$ cat src/rtl/adc_rp_pkg.sv
package adc_rp_pkg;
  localparam logic [1:0] ADR_LO   = 2'd0;
  localparam logic [1:0] ADR_HI   = 2'd1;
  localparam logic [1:0] ADR_STAT = 2'd2;
endpackage

$ cat src/rtl/adc_result_store.sv
module adc_result_store #(
  parameter int RES_W = 10
) (
  input  logic             clk,
  input  logic             rst,
  input  logic             res_valid,
  input  logic [RES_W-1:0] res_data,
  input  logic             rd_lo,
  input  logic             rd_hi,
  output logic [RES_W-1:0] res_q,
  output logic [RES_W-1:0] res_view,
  output logic             lock_q
);
  logic accept;
  assign accept   = res_valid && !lock_q;
  // a read in the same cycle as an accepted result sees the new value
  assign res_view = accept ? res_data : res_q;

  always_ff @(posedge clk) begin
    if (rst) begin
      res_q  <= '0;
      lock_q <= 1'b0;
    end else begin
      if (accept) res_q <= res_data;
      if (rd_lo)      lock_q <= 1'b1;
      else if (rd_hi) lock_q <= 1'b0;
    end
  end

  assert_locked_hold_R5: assert property (@(posedge clk) disable iff (rst)
    lock_q |=> $stable(res_q));
  assert_lo_read_locks_R5: assert property (@(posedge clk) disable iff (rst)
    rd_lo |=> lock_q);
  assert_hi_read_unlocks_R6: assert property (@(posedge clk) disable iff (rst)
    (rd_hi && !rd_lo) |=> !lock_q);
  assert_accept_stores_R9: assert property (@(posedge clk) disable iff (rst)
    (res_valid && !lock_q) |=> (res_q == $past(res_data)));
endmodule

$ cat src/rtl/adc_byte_align.sv
module adc_byte_align #(
  parameter int RES_W  = 10,
  parameter int BYTE_W = 8
) (
  input  logic [RES_W-1:0]  res,
  input  logic              left_align,
  output logic [BYTE_W-1:0] lo_byte,
  output logic [BYTE_W-1:0] hi_byte
);
  localparam int FULL_W = 2 * BYTE_W;
  localparam int PAD_W  = FULL_W - RES_W;

  logic [FULL_W-1:0] right_v, left_v, sel_v;
  assign right_v = {{PAD_W{1'b0}}, res};
  assign left_v  = {res, {PAD_W{1'b0}}};
  assign sel_v   = left_align ? left_v : right_v;
  assign lo_byte = sel_v[BYTE_W-1:0];
  assign hi_byte = sel_v[FULL_W-1:BYTE_W];

  always_comb begin
    if (!left_align)
      assert_right_pad_zero_R2: assert (hi_byte[BYTE_W-1:RES_W-BYTE_W] == '0);
    else
      assert_left_pad_zero_R3: assert (lo_byte[PAD_W-1:0] == '0);
  end
endmodule

$ cat src/rtl/adc_irq_flag.sv
module adc_irq_flag (
  input  logic clk,
  input  logic rst,
  input  logic set_i,
  input  logic clr_i,
  output logic flag_q
);
  always_ff @(posedge clk) begin
    if (rst)        flag_q <= 1'b0;
    else if (set_i) flag_q <= 1'b1;
    else if (clr_i) flag_q <= 1'b0;
  end

  assert_set_wins_R8: assert property (@(posedge clk) disable iff (rst)
    set_i |=> flag_q);
  assert_clear_works_R8: assert property (@(posedge clk) disable iff (rst)
    (clr_i && !set_i) |=> !flag_q);
endmodule

$ cat src/rtl/adc_result_port.sv
module adc_result_port
  import adc_rp_pkg::*;
#(
  parameter int RES_W  = 10,
  parameter int BYTE_W = 8
) (
  input  logic              clk,
  input  logic              rst,
  input  logic              res_valid,
  input  logic [RES_W-1:0]  res_data,
  input  logic              left_align,
  input  logic              irq_en,
  input  logic              irq_ack,
  input  logic              rd_stb,
  input  logic              wr_stb,
  input  logic [1:0]        addr,
  input  logic [BYTE_W-1:0] wdata,
  output logic [BYTE_W-1:0] rdata,
  output logic              irq
);
  logic rd_lo, rd_hi, flag_clr, flag_q, lock_q;
  logic [RES_W-1:0]  res_q, res_view;
  logic [BYTE_W-1:0] lo_byte, hi_byte, rdata_d;
  logic              unused_wbits;

  assign rd_lo        = rd_stb && (addr == ADR_LO);
  assign rd_hi        = rd_stb && (addr == ADR_HI);
  assign flag_clr     = irq_ack || (wr_stb && (addr == ADR_STAT) && wdata[0]);
  assign unused_wbits = ^wdata[BYTE_W-1:1];

  adc_result_store #(.RES_W(RES_W)) u_store (
    .clk(clk), .rst(rst), .res_valid(res_valid), .res_data(res_data),
    .rd_lo(rd_lo), .rd_hi(rd_hi), .res_q(res_q), .res_view(res_view),
    .lock_q(lock_q)
  );

  adc_byte_align #(.RES_W(RES_W), .BYTE_W(BYTE_W)) u_align (
    .res(res_view), .left_align(left_align),
    .lo_byte(lo_byte), .hi_byte(hi_byte)
  );

  adc_irq_flag u_flag (
    .clk(clk), .rst(rst), .set_i(res_valid), .clr_i(flag_clr), .flag_q(flag_q)
  );

  always_comb begin
    case (addr)
      ADR_LO:   rdata_d = lo_byte;
      ADR_HI:   rdata_d = hi_byte;
      ADR_STAT: rdata_d = {{(BYTE_W-1){1'b0}}, flag_q};
      default:  rdata_d = '0;
    endcase
  end

  always_ff @(posedge clk) begin
    if (rst)         rdata <= '0;
    else if (rd_stb) rdata <= rdata_d;
  end

  assign irq = flag_q && irq_en;

  assert_flag_on_done_R7: assert property (@(posedge clk) disable iff (rst)
    res_valid |=> (irq == irq_en));
  assert_unmapped_zero_R10: assert property (@(posedge clk) disable iff (rst)
    (rd_stb && addr == 2'd3) |=> (rdata == '0));
  assert_drop_when_locked_R5: assert property (@(posedge clk) disable iff (rst)
    (res_valid && lock_q) |=> (res_q == $past(res_q)));
endmodule

$ cat config.mk
export PLATFORM = sky130hd
export DESIGN_NAME = adc_result_port
export DESIGN_NICKNAME = d
export VERILOG_FILES = /design/src/rtl/adc_rp_pkg.sv /design/src/rtl/adc_result_store.sv /design/src/rtl/adc_byte_align.sv /design/src/rtl/adc_irq_flag.sv /design/src/rtl/adc_result_port.sv
export SDC_FILE = /design/constraint.sdc
export NUM_CORES = 1
export LEC_CHECK = 0
export BUFFER_PORTS_ARGS = -buffer_cell sky130_fd_sc_hd__clkbuf_2
export CORE_MARGIN = 10
export CORE_UTILIZATION = 45
export CTS_CLUSTER_SIZE = 30
export DETAILED_ROUTE_END_ITERATION = 8
export GPL_TIMING_DRIVEN = 0
export PLACE_DENSITY = 0.76
export SLEW_MARGIN = 20
export SYNTH_ARGS = -nofsm -noshare
export SYNTH_HDL_FRONTEND = slang
export SYNTH_SLANG_ARGS = --single-unit
$ cat constraint.sdc
create_clock -name clk -period 2 [get_ports clk]
set_input_delay 0 -clock clk [delete_from_list [all_inputs] [get_ports clk]]
set_output_delay 0 -clock clk [all_outputs]
set_load 0.005 [all_outputs]
==> impl_metrics.ini <==
[clock_network]
clock_sink_count = 20
cts_tree = built
htreeDepth = 1
cts_buffers = 3
insertion_delay_ns = 0.29
path_clk_slew_ns = 0.11
cts-root-buf = clkbuf_4
cts.path.max_buffers = 2
cts-resized-gates = 0

[route]
drc = 0
routedWlPerCell_um = 13.94
routed_wl_mm = 2.231
first_pass_iters = 4
avgViaCountPerCell = 5.094
ant_nets = 0
vias = 815
drt-initial-drc-count = 35

[floorplan]
fp-row-count = 15
dieArea_um2 = 4086
core_um2 = 1783
start_util = 0.4870
fp.dieW_um = 63.93
fp.dieH_um = 63.93
io_pins = 37

[final_layout]
synthToLayoutAreaGrowth_pct = 33.14
num_antenna_cells = 0
final_common_cell = clkbuf_2
drive_above_1_share = 0.2741
nets = 164
layout_common_cells = 28 x clkbuf_2, 20 x dfxtp_1, 18 x nor2_1, 10 x mux2i_1, 8 x dlygate4sd3_1

[pwr]
powerDensity_nw_per_um2 = 684.9
p_int_uw = 598.7
p_clk_frac = 0.284
power_frac_comb = 0.178
swShare = 0.2439
vdd_drop_max_mv = 0.4787
switchingPower_uw = 193.1
p_leak_uw = 0.0005134
p_seq_frac = 0.538

[sta]
hold_violations = 0
slew_headroom = 0.6978
period_share = 0.7793
grt_setup_unrepaired = false
setup_viol = 0
hold-worst-slack_ns = 0.008396
worst_pin_slew_ns = 0.4533
fin_crit_ns = 1.559
maxSlewViolCount = 0
tns_ns = 0
max_freq_mhz = 641.6
clock_skew_ns = 0.002481

[setup_path]
crit_chain = dlygate4sd3_1 -> clkbuf_2 -> nor2b_4 -> buf_12 -> mux4_2 -> a31oi_1 -> nor2_1
arrival_ns = 1.73
crit_type = in -> reg
end_kind = flip-flop
worstSetupStartpointType = input pin
cp.required_ns = 2.17
cp_slowest_cell = dlygate4sd3_1
path_max_fanout = 10
cpPeakStageDelay_ns = 0.53

[placed_design]
place.detailed.hpwl_mm = 1.597
gp_congestion = 0.7545
port_buffers = 28

[logic_synthesis]
yosysSeqAreaShare = 0.4611
syn_area_um2 = 868.3
syn-num-nets = 123
synthCells = 95
yosys.area_share.simple = 0.1931
synth_cell_types = 26
synth.top_cell.area_share = 0.4611
yosys-top-cells-area = dfxtp_1 46%, mux2i_1 12%, nor2_1 7.8%
yosysWarnings = 0
avgSynthCellArea_um2 = 9.140
synth_xor_area_frac = 0
synth_top_family_by_area = simple AND/OR/NAND/NOR gates
synth_compound_area_frac = 0.1513
synth_fa_ha_area_frac = 0
synth_top_area_cell = dfxtp_1
synthMuxAreaShare = 0.1412
ys_seq_elements = 20

[global_routing]
grt_pass1_wl_mm = 3.933
met2_usage = 0.1828
use_met1 = 0.1359
grt_most_used_layer = met2
antenna_found_initial = 0
grt_pass1_vias = 859
grt_max_degree = 12
grt_util_met3 = 0.05052
grt_overflow_total = 0
track_usage = 0.1158

[status]
status = completed

[worst_hold_path]
hold_path.class = in -> reg

[job]
maxCapViolCount = 0
-- cells by family (layout without fill, tap and decap cells) --
group / count (synthesis) / count (layout)
simple gates: 36 / 36
flops: 20 / 20
compound gates: 20 / 20
buf+inv: 8 / 48
mux: 11 / 11
-- stage by stage --
stage	utilization	instances	area [µm²]	worst slack, ns	total power [µW]
final	0.6484	160	1156	0.4414	791.8
after global routing	0.6484	160	1156	0.2686	841.3
after CTS	0.6484	160	1156	0.4627	802.5
after detailed placement	0.5832	148	1040	0.4832	563.0
after global placement	0.5832	148	1040	0.4831	559.9
after floorplan	-	95	868.3	0.5614	516.4
-- per-layer routing --
metal	up-vias	wire length (µm)
met2	31	1001
met5	-	0
met3	2	226
met4	0	10
li1	414	-
met1	368	992
-- critical path: cells and delay by family --
family | cells | cell delay [ns]
AND/OR/NAND/NOR | 2 | 0.23
buffers and inverters | 3 | 0.79
multiplexers | 1 | 0.53
AO/OA/AOI/OAI | 1 | 0.18
-- Yosys cell counts (all sizes together) --
library cell  instances
nor2                 19
and2                  1
o22ai                 4
inv                   3
o2bb2ai               1
buf                   1
o21ai                 1
nor3                  4
mux4                  1
dfxtp                20
a31oi                 3
o31ai                 1
or2                   1
clkinv                1
clkbuf                3
a22oi                 4
a211oi                1
mux2i                10
a21oi                 4
nand3                 2
nor2b                 2
nand2b                2
nand2                 5
o32ai                 1
-- power by group through the flow --
| stage | clock, µW | combinational, µW | sequential, µW |
|---|---|---|---|
| floorplan | 0 | 82.0 | 434 |
| global placement | 0 | 125 | 435 |
| detailed placement | 0 | 128 | 435 |
| CTS | 234 | 142 | 426 |
| global route | 255 | 157 | 429 |
| finish | 225 | 141 | 426 |
-- final cells by class --
class	instances	area, µm²
fill	171	626.9
multi-input combinational	67	421.7
sequential	20	400.4
timing repair buffer	36	220.2
clock buffer	4	36.28
buffer	4	31.28
tap	25	31.28
inverter	4	15.01
-- final timing paths --
path         cells past startpoint                to           start  slack, ns
min                              3  u_store.res_q[4]     res_data[4]      0.008
max                              7          rdata[1]       res_valid       0.44
min reg2reg                      2          rdata[0]        rdata[0]       0.47
max reg2reg                      5          rdata[1]  u_store.lock_q       0.47
-- state kept, by name, indices dropped and copies added (netlist names) --
name            count
rdata               8
u_store.res_q      10
u_flag.flag_q       1
u_store.lock_q      1
-- what timing repair did --
action	4_1_cts	5_1_grt
hold endpoints to repair	8	0
hold buffers	8	0
setup buffers	0	0
Note: power is estimated with default switching activity, not from simulation.
